## config.mk

```make
export PLATFORM = sky130hd
export DESIGN_NAME = pri_irq_ctrl
export DESIGN_NICKNAME = d
export VERILOG_FILES = /design/src/rtl/pri_irq_pkg.sv /design/src/rtl/irq_pin_edge.sv /design/src/rtl/irq_flag_bank.sv /design/src/rtl/irq_arbiter.sv /design/src/rtl/pri_irq_ctrl.sv
export SDC_FILE = /design/constraint.sdc
export NUM_CORES = 1
export LEC_CHECK = 0
export BUFFER_PORTS_ARGS = -buffer_cell sky130_fd_sc_hd__buf_2
export CORE_ASPECT_RATIO = 1.25
export CORE_UTILIZATION = 35
export DETAILED_ROUTE_END_ITERATION = 7
export SYNTH_ARGS = -nofsm -noshare
export SYNTH_HDL_FRONTEND = slang
export SYNTH_SLANG_ARGS = --single-unit
```

## constraint.sdc

```tcl
create_clock -name clk -period 2 [get_ports clk]
set_input_delay 0.2 -clock clk [delete_from_list [all_inputs] [get_ports clk]]
set_output_delay 0.2 -clock clk [all_outputs]
set_load 0.005 [all_outputs]
```

## src/rtl/pri_irq_pkg.sv

```systemverilog
package pri_irq_pkg;
  localparam int NSRC = 3;
  localparam int IDW  = 2;
  localparam int CTLW = 1 + 2 * NSRC;

  typedef enum logic [IDW-1:0] {
    SRC_EXT = 2'd0,
    SRC_TMR = 2'd1,
    SRC_ADC = 2'd2
  } src_e;

  typedef enum logic [1:0] {
    TRIG_OFF  = 2'b00,
    TRIG_RISE = 2'b01,
    TRIG_FALL = 2'b10,
    TRIG_BOTH = 2'b11
  } trig_e;
endpackage

```

## src/rtl/irq_pin_edge.sv

```systemverilog
module irq_pin_edge #(
  parameter int SYNC_STAGES = 2
) (
  input  logic       clk,
  input  logic       rst_n,
  input  logic       pin,
  input  logic [1:0] trig_mode,
  input  logic       arm,
  output logic       edge_hit
);
  import pri_irq_pkg::*;

  logic [SYNC_STAGES-1:0] sync_q;
  logic                   prev_q;
  logic                   cur;

  generate
    if (SYNC_STAGES == 1) begin : g_one
      always_ff @(posedge clk or negedge rst_n)
        if (!rst_n) sync_q <= '0;
        else        sync_q <= pin;
    end else begin : g_chain
      always_ff @(posedge clk or negedge rst_n)
        if (!rst_n) sync_q <= '0;
        else        sync_q <= {sync_q[SYNC_STAGES-2:0], pin};
    end
  endgenerate

  assign cur = sync_q[SYNC_STAGES-1];

  always_ff @(posedge clk or negedge rst_n)
    if (!rst_n) prev_q <= 1'b0;
    else        prev_q <= cur;

  logic rise, fall;
  assign rise = cur & ~prev_q;
  assign fall = ~cur & prev_q;

  always_comb begin
    unique case (trig_e'(trig_mode))
      TRIG_RISE: edge_hit = arm & rise;
      TRIG_FALL: edge_hit = arm & fall;
      TRIG_BOTH: edge_hit = arm & (rise | fall);
      default:   edge_hit = 1'b0;
    endcase
  end

  // a hit always coincides with a real change of the synchronized pin
  p_hit_on_change_r8: assert property (@(posedge clk) disable iff (!rst_n)
    edge_hit |-> (cur != prev_q));
endmodule

```

## src/rtl/irq_flag_bank.sv

```systemverilog
module irq_flag_bank #(
  parameter int NS = pri_irq_pkg::NSRC,
  parameter int IW = pri_irq_pkg::IDW
) (
  input  logic            clk,
  input  logic            rst_n,
  input  logic [NS-1:0]   hw_set,
  input  logic            sw_we,
  input  logic [2*NS:0]   sw_wdata,
  input  logic            svc_clr,
  input  logic [IW-1:0]   svc_id,
  input  logic            reti,
  output logic            gie,
  output logic [NS-1:0]   en,
  output logic [NS-1:0]   flag,
  output logic [2*NS:0]   ctl_q
);
  localparam int EN_LO = 1;
  localparam int FL_LO = 1 + NS;

  // ack clear > reti set > software write
  always_ff @(posedge clk or negedge rst_n)
    if (!rst_n)       gie <= 1'b0;
    else if (svc_clr) gie <= 1'b0;
    else if (reti)    gie <= 1'b1;
    else if (sw_we)   gie <= sw_wdata[0];

  for (genvar i = 0; i < NS; i++) begin : g_src
    always_ff @(posedge clk or negedge rst_n)
      if (!rst_n)     en[i] <= 1'b0;
      else if (sw_we) en[i] <= sw_wdata[EN_LO+i];

    // hardware set wins over write and over service clear
    always_ff @(posedge clk or negedge rst_n)
      if (!rst_n)                               flag[i] <= 1'b0;
      else if (hw_set[i])                       flag[i] <= 1'b1;
      else if (sw_we)                           flag[i] <= sw_wdata[FL_LO+i];
      else if (svc_clr && (svc_id == IW'(i)))   flag[i] <= 1'b0;

    p_flag_sticky_r6: assert property (@(posedge clk) disable iff (!rst_n)
      (flag[i] && !sw_we && !svc_clr) |=> flag[i]);

    p_hw_set_r7: assert property (@(posedge clk) disable iff (!rst_n)
      hw_set[i] |=> flag[i]);
  end

  assign ctl_q = {flag, en, gie};

  p_ack_clears_gie_r5: assert property (@(posedge clk) disable iff (!rst_n)
    svc_clr |=> !gie);

  p_reti_sets_gie_r9: assert property (@(posedge clk) disable iff (!rst_n)
    (reti && !svc_clr) |=> gie);
endmodule

```

## src/rtl/irq_arbiter.sv

```systemverilog
module irq_arbiter #(
  parameter int NS       = pri_irq_pkg::NSRC,
  parameter int IW       = pri_irq_pkg::IDW,
  parameter int VW       = 8,
  parameter int VEC_BASE = 4,
  parameter int VEC_STEP = 4
) (
  input  logic          clk,
  input  logic          rst_n,
  input  logic          t2_tick,
  input  logic          stack_full,
  input  logic          gie,
  input  logic [NS-1:0] en,
  input  logic [NS-1:0] flag,
  input  logic          call_ack,
  output logic          call_req,
  output logic [VW-1:0] call_vec,
  output logic [IW-1:0] call_id,
  output logic          svc_clr
);
  logic [NS-1:0] elig;
  logic [IW-1:0] pick;
  logic          any_elig;
  logic          fire;
  logic          pending;

  assign elig     = flag & en & {NS{gie}};
  assign any_elig = |elig;

  // lowest index is highest priority: scan down so it is assigned last
  always_comb begin
    pick = '0;
    for (int i = NS - 1; i >= 0; i--)
      if (elig[i]) pick = IW'(i);
  end

  assign fire    = t2_tick & ~pending & ~stack_full & any_elig;
  assign svc_clr = call_ack & pending;

  always_ff @(posedge clk or negedge rst_n)
    if (!rst_n) begin
      call_req <= 1'b0;
      call_vec <= '0;
      call_id  <= '0;
      pending  <= 1'b0;
    end else begin
      call_req <= fire;
      if (fire) begin
        call_id  <= pick;
        call_vec <= VW'(VEC_BASE + VEC_STEP * int'(pick));
        pending  <= 1'b1;
      end else if (call_ack) begin
        pending  <= 1'b0;
      end
    end

  logic [NS-1:0] hi_mask;
  assign hi_mask = NS'((1 << call_id) - 1);

  p_one_cycle_r4: assert property (@(posedge clk) disable iff (!rst_n)
    call_req |=> !call_req);

  p_on_tick_r4: assert property (@(posedge clk) disable iff (!rst_n)
    call_req |-> $past(t2_tick));

  p_gated_r3: assert property (@(posedge clk) disable iff (!rst_n)
    call_req |-> ($past(gie) && !$past(stack_full)));

  p_priority_r1: assert property (@(posedge clk) disable iff (!rst_n)
    call_req |-> (($past(elig) & hi_mask) == '0));

  p_wait_ack_r10: assert property (@(posedge clk) disable iff (!rst_n)
    (pending && !call_ack) |=> !call_req);
endmodule

```

## src/rtl/pri_irq_ctrl.sv

```systemverilog
module pri_irq_ctrl #(
  parameter int VW          = 8,
  parameter int VEC_BASE    = 4,
  parameter int VEC_STEP    = 4,
  parameter int SYNC_STAGES = 2
) (
  input  logic                          clk,
  input  logic                          rst_n,
  input  logic                          t2_tick,
  input  logic                          stack_full,
  input  logic                          tmr_ovf,
  input  logic                          adc_done,
  input  logic                          ext_pin,
  input  logic                          ext_pin_is_in,
  input  logic [1:0]                    ext_trig,
  input  logic                          sw_we,
  input  logic [pri_irq_pkg::CTLW-1:0]  sw_wdata,
  input  logic                          reti,
  input  logic                          call_ack,
  output logic [pri_irq_pkg::CTLW-1:0]  ctl_q,
  output logic                          call_req,
  output logic [VW-1:0]                 call_vec,
  output logic [pri_irq_pkg::IDW-1:0]   call_id
);
  import pri_irq_pkg::*;

  logic            gie;
  logic [NSRC-1:0] en;
  logic [NSRC-1:0] flag;
  logic [NSRC-1:0] hw_set;
  logic            ext_hit;
  logic            ext_arm;
  logic            svc_clr;

  assign ext_arm = en[SRC_EXT] & ext_pin_is_in;

  irq_pin_edge #(.SYNC_STAGES(SYNC_STAGES)) u_edge (
    .clk       (clk),
    .rst_n     (rst_n),
    .pin       (ext_pin),
    .trig_mode (ext_trig),
    .arm       (ext_arm),
    .edge_hit  (ext_hit)
  );

  always_comb begin
    hw_set          = '0;
    hw_set[SRC_EXT] = ext_hit;
    hw_set[SRC_TMR] = tmr_ovf;
    hw_set[SRC_ADC] = adc_done;
  end

  irq_flag_bank #(.NS(NSRC), .IW(IDW)) u_bank (
    .clk      (clk),
    .rst_n    (rst_n),
    .hw_set   (hw_set),
    .sw_we    (sw_we),
    .sw_wdata (sw_wdata),
    .svc_clr  (svc_clr),
    .svc_id   (call_id),
    .reti     (reti),
    .gie      (gie),
    .en       (en),
    .flag     (flag),
    .ctl_q    (ctl_q)
  );

  irq_arbiter #(
    .NS(NSRC), .IW(IDW), .VW(VW), .VEC_BASE(VEC_BASE), .VEC_STEP(VEC_STEP)
  ) u_arb (
    .clk        (clk),
    .rst_n      (rst_n),
    .t2_tick    (t2_tick),
    .stack_full (stack_full),
    .gie        (gie),
    .en         (en),
    .flag       (flag),
    .call_ack   (call_ack),
    .call_req   (call_req),
    .call_vec   (call_vec),
    .call_id    (call_id),
    .svc_clr    (svc_clr)
  );
endmodule

```

# Word-level counts from Yosys, hierarchy flattened
# Index checks and enable logic that the tools add are counted.
dict set report totals {
  reg_bits 22
  input_bits 20
  output_inout_bits 18
  wordCells 64
}
dict set report classes {
  n_addsub 1
  n_eq_ne 5
  muxes 18
  n_bitwise 17
  n_reduce_logical 10
}
# op n
set op_table {}
lappend op_table {{$mux W1} 14}
lappend op_table {{$reduce_bool A3 Y1} 4}
lappend op_table {{$and A1 B1 Y1} 10}
lappend op_table {{$and A3 B3 Y3} 2}
lappend op_table {{$eq A2 B2 Y1 const B} 3}
lappend op_table {{$mux W2} 3}
lappend op_table {{$add A3 B4 Y5 const A} 1}
lappend op_table {{$eq A2 B1 Y1 const B} 2}
lappend op_table {{$not A1 Y1} 4}
lappend op_table {{$logic_and A1 B1 Y1} 3}
lappend op_table {{$pmux W1 S3} 1}
lappend op_table {{$reduce_or A3 Y1} 1}
lappend op_table {{$logic_not A2 Y1} 1}
lappend op_table {{$reduce_bool A2 Y1} 1}
lappend op_table {{$or A1 B1 Y1} 1}

# Depth between registers and ports, before layout
# Gate-level depths: netlist of the first run.
dict set report depth {
  word_depth 6
  depth_mapped 5
}

# Modules after synthesis
# Synthesis of the first run repeated with hierarchy kept, for this count alone.
dict set report hier_totals {
  hier_cells 79
  area_unflattened_um2 892.1
}
# module instances cells_per_inst area_each_um2 seq_area_each_um2
set modules_own_cells {}
lappend modules_own_cells {irq_arbiter 1 35 380.4 175.2}
lappend modules_own_cells {irq_flag_bank 1 31 367.9 175.2}
lappend modules_own_cells {irq_pin_edge 1 12 137.6 75.1}
lappend modules_own_cells {pri_irq_ctrl 1 1 6.3 0.0}

# Worst setup path before layout of the first run
# OpenSTA, ideal clock, no wires.
dict set report synth_timing {
  path_kind {flip-flop to flip-flop}
  startpoint {register u_arb.pending}
  endpoint {register u_arb.call_vec[3]}
  arrival_ns 1.228
  required_time_ns 1.875
  path_slack_ns 0.647
  stages_incl_launch_ff 5
  path_buffers 1
  path_cell_list {dfrtp_1 and4bb_1 nor2b_1 buf_6 mux2_4}
}
dict set report synth_via {
  elab_chain_len 4
}
# item line_no
set synth_rtl {}
lappend synth_rtl {{from (decl)} irq_arbiter.sv:25} ;# logic pending;
lappend synth_rtl {{from (signal assigned)} irq_arbiter.sv:45} ;# pending <= 1'b0;
lappend synth_rtl {{from (signal assigned)} irq_arbiter.sv:51} ;# pending <= 1'b1;
lappend synth_rtl {{from (signal assigned)} irq_arbiter.sv:53} ;# pending <= 1'b0;
lappend synth_rtl {{$not A1 Y1} irq_arbiter.sv:37} ;# assign fire = t2_tick & ~pending & ~stack_full & any_elig;
lappend synth_rtl {{$and A1 B1 Y1 (3 in series)} irq_arbiter.sv:37}
lappend synth_rtl {{net u_arb.fire} irq_arbiter.sv:24} ;# logic fire;
lappend synth_rtl {{to (signal assigned)} irq_arbiter.sv:50} ;# call_vec <= VW'(VEC_BASE + VEC_STEP * int'(pick));
lappend synth_rtl {{to (decl)} irq_arbiter.sv:17} ;# output logic [VW-1:0] call_vec,
# The timed path passes the listed nets, and every way through them passes these cells.
# A chain may end at the register's enable or synchronous reset.

# Worst setup path in the final report of the first run
dict set report layout_timing {
  startpoint {register u_arb.pending}
  endpoint {register u_arb.call_vec[3]}
}
dict set report layout_via {
  elab_chain_len 4
}
# item line_no
set layout_rtl {}
lappend layout_rtl {{$not A1 Y1} irq_arbiter.sv:37}
lappend layout_rtl {{$and A1 B1 Y1 (3 in series)} irq_arbiter.sv:37}
# Every way passes these cells.

==> results of run 1 <==
cells by family after synthesis:
family                   synth area share [%]
AO/OA/AOI/OAI                            13.7
adder cells (fa/ha/maj)                  4.63
buffers and inverters                    9.88
flip-flops                               52.5
multiplexers                             9.26
other                                   0.463
AND/OR/NAND/NOR                          9.57
routing by layer:
metal	vias to the layer above	routed length, µm	global-route usage (%)
met1	288	692	18.6
met4	0	10	6.49
met3	2	107	2.27
li1	302	-	-
met5	-	0	0
met2	29	685	19.9
power by group:
group          internal, mW  total [mW]  switching [mW]
Combinational         0.111       0.195          0.0845
Sequential            0.401       0.452          0.0503
Clock                0.0774       0.178           0.100
registers in the layout (all words and copies together) (netlist names):
| name | flops |
|---|---|
| u_arb.call_id | 2 |
| u_bank.ctl_q | 6 |
| u_edge.sync_q | 2 |
| u_arb.call_req | 1 |
| u_bank.gie | 1 |
| u_edge.prev_q | 1 |
| u_arb.call_vec | 3 |
| u_arb.pending | 1 |
worst paths after layout:
kind	startpoint	endpoint	slack [ns]	depth (start not counted)
max reg2reg	u_arb.pending	u_arb.call_vec[3]	0.40	3
max	u_arb.pending	u_arb.call_vec[3]	0.40	3
min reg2reg	u_edge.sync_q[0]	u_edge.sync_q[1]	0.36	0
min	ext_pin	u_edge.sync_q[0]	0.02	1
max in group asynchronous	rst_n	u_bank.ctl_q[5]	1.38	2
min in group asynchronous	rst_n	u_arb.call_req	0.36	2
placed cells by master, fill, tap and decap left out:
cell type,netlist,routed
ha_1,3,3
nand2b_1,1,1
nor2b_1,1,1
o21ai_0,5,5
clkbuf_1,0,1
and4bb_1,1,1
mux2_2,4,4
o31ai_1,1,1
nor2_1,1,1
nand4_1,1,1
o311ai_0,1,1
a21o_1,1,1
a222oi_1,1,1
a31oi_1,1,1
mux2_4,2,2
dlygate4sd3_1,0,1
nand3_1,3,3
a21oi_1,3,3
o21a_1,2,2
conb_1,1,5
and4_1,1,1
buf_2,1,32
dfrtp_1,17,17
clkbuf_4,0,3
a21o_2,1,1
nand2_1,5,5
inv_1,5,5
o211ai_1,1,1
through the flow:
stage	cells	setup WS [ns]	hold WS, ns
floorplan	75	0.647	-0.0956
global placement	130	0.456	0.138
detailed placement	130	0.416	0.144
CTS	135	0.405	0.00973
global route	135	0.291	0.0141
finish	135	0.404	0.0151
cell type report:
cell class	instances	area share (%)
sequential	17	42.6
multi-input combinational	45	32.0
timing repair buffer	33	17.0
tap	31	3.88
clock buffer	4	2.63
inverter	5	1.88
cells in the mapped netlist:
cell | count | area [µm²]
nor2_1 | 1 | 3.75
buf_6 | 1 | 11.3
o311ai_0 | 1 | 8.76
o21ai_0 | 5 | 25.0
mux2_4 | 2 | 30.0
buf_4 | 6 | 45.0
a31oi_1 | 1 | 6.26
a222oi_1 | 1 | 10.0
ha_1 | 3 | 37.5
mux2_2 | 4 | 45.0
nand4_1 | 1 | 6.26
conb_1 | 1 | 3.75
inv_1 | 5 | 18.8
nand3_1 | 3 | 15.0
o31ai_1 | 1 | 7.51
nand2_1 | 5 | 18.8
a21o_2 | 1 | 8.76
a21o_1 | 1 | 7.51
nand2b_1 | 1 | 6.26
and4_1 | 1 | 8.76
buf_2 | 1 | 5.00
nor2b_1 | 1 | 6.26
a21oi_1 | 3 | 15.0
o21a_1 | 2 | 15.0
dfrtp_1 | 17 | 425
o211ai_1 | 1 | 7.51
and4bb_1 | 1 | 12.5
repair_timing:
item,4_1_cts,5_1_grt
endpoints found under the setup margin,0,0
hold buffers,1,0
endpoints found under the hold margin,17,0
worst max-delay path, stage by stage, from the launching register on:
cell and delay (ns):
dfrtp_1 0.40, and4bb_1 0.31, nor2b_1 0.44, mux2_4 0.34
==> flow_summary.json, run 1 <==
{
  "post-route-drc-count": 0,
  "overflow": 0,
  "cts_tree": "done",
  "io_pins": 38,
  "viasPerCell": 4.60,
  "grt_pass1_vias": 580,
  "clk_pin_slew_worst_paths_ns": 0.09,
  "antenna_cells": 0,
  "cts_max_level": 1,
  "fin_skew_ns": 0.00164,
  "die_y_um": 55.8,
  "syn_to_final_growth_pct": 23.3,
  "seqCellArea_um2": 425,
  "final_util_pct": 45.7,
  "yosys_warnings": 0,
  "clk_path_buf_depth": 2,
  "syn_inst": 71,
  "crit_path_end_kind": "register",
  "hold_viol_final": 0,
  "finalPower_uw": 825,
  "cts_buffers": 3,
  "drt-total-wl_um": 1500,
  "ctsResizeCount": 0,
  "fill_cells": 230,
  "avgRoutedWirePerCell_um": 11.1,
  "fmax_mhz": 626,
  "syn_area_per_cell_um2": 11.4,
  "hold_path.class": "in2reg",
  "critPathMaxFanout": 6,
  "synth_seq_cells": 17,
  "ant_nets": 0,
  "power.leakage_nw": 0.515,
  "vias": 621,
  "grt_setup_unrepaired": "false",
  "drt_iter0_markers": 11,
  "coreArea_um2": 2190,
  "rows": 19,
  "post-route-period-util_pct": 79.8,
  "final_cell_area_um2": 1000,
  "multiInputGateArea_um2": 320,
  "critPathKind": "reg2reg",
  "yosys.cell_types.count": 27,
  "place_hpwl_um": 1170,
  "start_kind": "register",
  "portBuffers": 32,
  "clock_latency_ns": 0.28,
  "powerDensity_nw_per_um2": 825,
  "grt_max_degree": 18,
  "gp_congestion": 0.861,
  "fin_crit_ns": 1.60,
  "worstPathArrival_ns": 1.77,
  "ctsRootBufferMaster": "clkbuf_4",
  "track_usage_pct": 13.4,
  "dr.pass1.iters": 4,
  "irDropWorstVdd_mv": 0.539,
  "cp.required_ns": 2.18,
  "cts_setup_buffers": 0,
  "start_util_pct": 37.1,
  "die_w_um": 45.1,
  "synth_area_um2": 811,
  "grt_pass1_wl_um": 2530,
  "synth_seq_area_share_pct": 52.5,
  "cts.sinks": 17,
  "fin_nets": 128,
  "setup_tns_ns": 0,
  "final_layout_size_suffix_gt1_share_pct": 40.4,
  "antenna_found_initial": 0,
  "place_area_um2": 963,
  "die-area_um2": 2510,
  "outcome": "completed",
  "slew_viol_final": 0,
  "setup_viol": 0,
  "maxCapViolations": 0
}
(Power assumes the default switching activity.)
==> inputs of run 2 (changes only) <==
Clock period 2 ns to 1.5 ns, I/O delays scaled along.
==> run 2 against run 1 <==
- combinational power rose by 46%
- maximum frequency rose by 13%
- clock-buffer cell count did not move
- sequential share of layout area fell by 1.7 points
- sequential power rose by 32%
- final area rose by 4.3%
- worst setup slack got worse by 0.32 ns
- first-iteration DRC count rose by 27%
- critical path depth did not move
- critical path type unchanged
- critical endpoint unchanged
==> flow_summary.json, run 2 (synthesis results as in run 1) <==
{
  "fin_skew_ns": 0.00121,
  "crit_path_end_kind": "register",
  "drt-total-wl_um": 1590,
  "syn_to_final_growth_pct": 28.5,
  "final_cells": 140,
  "setup_tns_ns": 0,
  "fmax_mhz": 708,
  "cpMaxStageDelayCell": "a222oi_1",
  "coreArea_um2": 2190,
  "setup_ws_ns": 0.0884,
  "largest_reg_flops": 6,
  "slew_viol_final": 0,
  "outcome": "completed",
  "ant_nets": 0,
  "grt_pass1_vias": 595,
  "post-place-ws_ns": -0.00449,
  "final_layout_size_suffix_gt1_share_pct": 43.1,
  "post-route-period-util_pct": 94.1,
  "holdWs_ns": 0.0485,
  "layout_commonest_cell": "buf_2",
  "worstPathArrival_ns": 1.59,
  "whs_path_depth": 3,
  "cts_max_level": 1,
  "dp.cells": 134,
  "final_cell_mix": "buf_2, dfrtp_1",
  "hold_path.class": "in2reg",
  "cts_tree": "done",
  "vias": 662,
  "die_y_um": 55.8,
  "critPathMaxFanout": 6,
  "cp_top_family": "compound AO/OA/AOI/OAI gates",
  "final_util_pct": 47.7,
  "cts.sinks": 17,
  "avgRoutedWirePerCell_um": 11.4,
  "dr.pass1.iters": 4,
  "fin_nets": 133,
  "track_usage_pct": 14.9,
  "cts_setup_buffers": 0,
  "grt_pass1_wl_um": 2660,
  "cpPeakStageDelay_ns": 0.44,
  "gp_congestion": 0.778,
  "power.leakage_nw": 0.538,
  "die_w_um": 45.1,
  "place_hpwl_um": 1260,
  "reg2reg_depth": 3,
  "overflow": 0,
  "start_util_pct": 37.1,
  "post-route-drc-count": 0,
  "start_kind": "register",
  "place_area_um2": 993,
  "rows": 19,
  "clk_pin_slew_worst_paths_ns": 0.09,
  "setup_viol": 0,
  "grt_max_degree": 18,
  "min_from": "tmr_ovf",
  "clock_latency_ns": 0.29,
  "hold_end": "u_bank.ctl_q[5]",
  "r2r-start": "u_bank.ctl_q[6]",
  "r2r_setup_slack_ns": 0.09,
  "portBuffers": 32,
  "hold_viol_final": 0,
  "clk_path_buf_depth": 2,
  "path_cells": "a222oi_1, nor2b_2, mux2_4",
  "antenna_found_initial": 0,
  "worst-path-buf-inv": 0,
  "io_pins": 38,
  "critPathKind": "reg2reg",
  "powerDensity_nw_per_um2": 1070,
  "antenna_cells": 0,
  "drt_iter0_markers": 14,
  "grt_setup_unrepaired": "false",
  "die-area_um2": 2510,
  "finalPower_mw": 1.12,
  "final_cell_area_um2": 1040,
  "ctsRootBufferMaster": "clkbuf_4",
  "viasPerCell": 4.73,
  "cts_buffers": 3,
  "irDropWorstVdd_mv": 0.623,
  "maxCapViolations": 0,
  "fin_crit_ns": 1.41,
  "cp.required_ns": 1.68,
  "r2r-end": "u_arb.call_vec[3]"
}
-- run 2: cell count changes in the layout (fill, tap and decap cells not counted) --
cell           delta
buf_4             +4
nor2b_1           -1
dlygate4sd3_1     +1
nor2b_2           +1
-- run 2: where the power goes --
group / switching [mW] / total [mW] / internal (mW)
clock: 0.136 / 0.240 / 0.104
sequential: 0.0606 / 0.596 / 0.535
combinational: 0.122 / 0.285 / 0.163
total: 0.319 / 1.12 / 0.802
-- run 2: cell type report --
type,count,area (µm²)
repair buffers,38,210
well taps,31,38.8
clock buffers,4,26.3
fillers,212,1140
inverters,5,18.8
multi-input cells,45,323
flip-flops and latches,17,425
-- run 2: what timing repair did --
action	CTS	global route
endpoints found under the setup margin	2	0
gates resized for setup	1	0
hold endpoints to repair	18	0
hold buffers	2	0
-- run 2: how the worst max path moves through the flow --
stage                    start                 to  slack [ns]  cells past startpoint
4_1_cts        u_bank.ctl_q[6]  u_arb.call_vec[4]        0.07                      3
5_1_grt        u_bank.ctl_q[4]  u_arb.call_vec[4]        0.02                      3
3_5_place_dp     u_arb.pending  u_arb.call_vec[3]      -0.004                      3
6_report       u_bank.ctl_q[6]  u_arb.call_vec[3]        0.09                      3
2_1_floorplan    u_arb.pending  u_arb.call_vec[3]        0.15                      4
3_3_place_gp     u_arb.pending  u_arb.call_vec[4]        0.03                      3
-- run 2: layer usage --
metal / routed length [µm] / vias to the layer above / track usage (%)
met2: 717 / 27 / 22.4
met3: 91 / 4 / 2.92
met1: 749 / 311 / 19.4
met5: 0 / - / 0
met4: 32 / 0 / 9.09
li1: - / 320 / -
-- run 2: tightest hold or removal path, delay by kind of cell --
kind / cells / cell delay [ns]
buffers and inverters: 1 / 0.07
AOI/OAI and AO/OA: 2 / 0.08
==> inputs of run 3 (changes only) <==
Settings changed: CELL_PAD_IN_SITES_DETAIL_PLACEMENT set to 0, CELL_PAD_IN_SITES_GLOBAL_PLACEMENT set to 1, CORE_MARGIN set to 2, CORE_UTILIZATION 35 to 33, PLACE_DENSITY_LB_ADDON set to 0.1.
==> run 3 against run 2 <==
- final area rose by 0.84%
- register-to-register slack got worse by 0.04 ns
- wire length rose by 1.1%
- worst setup slack got worse by 0.039 ns
- critical path type unchanged
- largest power group unchanged
==> flow_summary.json, run 3 (synthesis results as in run 1) <==
{
  "outcome": "completed",
  "die-area_um2": 2870,
  "grt_pass1_wl_um": 2600,
  "grt_max_degree": 18,
  "hold_viol_final": 0,
  "antenna_found_initial": 0,
  "fmax_mhz": 690,
  "overflow": 0,
  "final_util_pct": 44.2,
  "dp.cells": 136,
  "clock_power_share_pct": 21.5,
  "grt_pass1_vias": 548,
  "drt_iter0_markers": 14,
  "track_usage_pct": 12.6,
  "setup_viol": 0,
  "powerDensity_nw_per_um2": 1070,
  "clk_path_buf_depth": 2,
  "hold_path.class": "in2reg",
  "start_kind": "register",
  "power_frac_seq_pct": 53.2,
  "antenna_cells": 0,
  "gp_congestion": 0.749,
  "portBuffers": 32,
  "drt-total-wl_um": 1610,
  "cts_max_level": 1,
  "layout_commonest_cell": "buf_2",
  "final_cells": 143,
  "avgRoutedWirePerCell_um": 11.2,
  "vias": 630,
  "critPathMaxFanout": 6,
  "post-route-period-util_pct": 96.7,
  "setup_tns_ns": 0,
  "cts.sinks": 17,
  "clock_latency_ns": 0.29,
  "final_layout_size_suffix_gt1_share_pct": 44.5,
  "maxCapViolations": 0,
  "cts_buffers": 3,
  "coreArea_um2": 2380,
  "final_cell_mix": "buf_2, dfrtp_1",
  "fin_crit_ns": 1.45,
  "cp.required_ns": 1.68,
  "fin_skew_ns": 0.00108,
  "clk_pin_slew_worst_paths_ns": 0.09,
  "irDropWorstVdd_mv": 0.477,
  "ant_nets": 0,
  "dr.pass1.iters": 4,
  "p_sw_uw": 323,
  "post-route-drc-count": 0,
  "fill_cells": 243,
  "p_sw_share_pct": 28.8,
  "cts_tree": "done",
  "viasPerCell": 4.41,
  "ctsRootBufferMaster": "clkbuf_4",
  "intPower_uw": 798,
  "rows": 20,
  "start_util_pct": 34.1,
  "die_w_um": 48.3,
  "crit_path_end_kind": "register",
  "fin_nets": 134,
  "io_pins": 38,
  "critPathKind": "reg2reg",
  "worstPathArrival_ns": 1.63,
  "largest_reg_flops": 6,
  "power.leakage_nw": 0.544,
  "combinationalPowerShare_pct": 25.3,
  "place_hpwl_um": 1290,
  "syn_to_final_growth_pct": 29.6,
  "slew_viol_final": 0,
  "die_y_um": 59.4
}
==> run 3: cell count changes in the layout (fill, tap and decap cells not counted) <==
cell and change:
and4bb_2 +1, buf_4 +1, nor2b_1 +1, clkbuf_1 -1, clkinv_2 +1, and4bb_1 -1
nor2b_2 -1
==> run 3: path summary, 6_finish.rpt <==
kind | from | to | slack, ns | cells after the start
max reg2reg | u_arb.pending | u_arb.call_vec[3] | 0.05 | 4
max | u_arb.pending | u_arb.call_vec[3] | 0.05 | 4
min in group asynchronous | rst_n | u_bank.ctl_q[1] | 0.29 | 2
min reg2reg | u_edge.sync_q[0] | u_edge.sync_q[1] | 0.36 | 0
min | tmr_ovf | u_bank.ctl_q[5] | 0.05 | 3
max in group asynchronous | rst_n | u_edge.sync_q[0] | 0.95 | 2
==> run 3: power groups by stage <==
stage	clock network, mW	registers [mW]	logic, mW
6_report	0.241	0.597	0.284
5_1_grt	0.280	0.612	0.318
4_1_cts	0.252	0.601	0.286
3_5_place_dp	0	0.610	0.280
3_3_place_gp	0	0.608	0.283
2_1_floorplan	0	0.607	0.150
==> run 3: critical path: stages (launching register included) <==
cell and delay (ns):
dfrtp_1 0.40, and4bb_2 0.34, nor2b_1 0.14, buf_4 0.16
mux2_4 0.30
==> run 3: final cells by class <==
| cell class | count | area (µm²) | share of cell area (%) |
|---|---|---|---|
| sequential | 17 | 425 | 40.5 |
| clock buffer | 3 | 22.5 | 2.14 |
| clock inverter | 1 | 5.00 | 0.476 |
| tap | 33 | 41.3 | 3.93 |
| timing repair buffer | 39 | 218 | 20.7 |
| multi-input combinational | 45 | 320 | 30.5 |
| inverter | 5 | 18.8 | 1.79 |
==> run 3: per-stage QoR <==
step / worst slack (ns) / power (mW) / hold WS [ns] / instance area [µm²]
2_1_floorplan: 0.147 / 0.756 / -0.146 / 826
3_3_place_gp: 0.109 / 0.892 / 0.0942 / 996
3_5_place_dp: 0.0736 / 0.890 / 0.0912 / 996
4_1_cts: 0.0607 / 1.14 / 0.0509 / 1040
5_1_grt: -0.00523 / 1.21 / 0.0594 / 1050
6_report: 0.0498 / 1.12 / 0.0519 / 1050
==> run 3: per-layer routing <==
layer	up-vias	share of wire (%)	track usage (%)
met5	-	0	0
met4	0	2.6	8.57
met3	5	6.0	3.03
met2	22	47	19.0
met1	289	44	16.0
li1	314	-	-
==> run 3: timing repair <==
item	in CTS	in global routing
endpoints found under the setup margin	0	1
hold buffers	2	0
buffers inserted	0	1
hold endpoints to repair	18	0
gates resized for setup	0	1
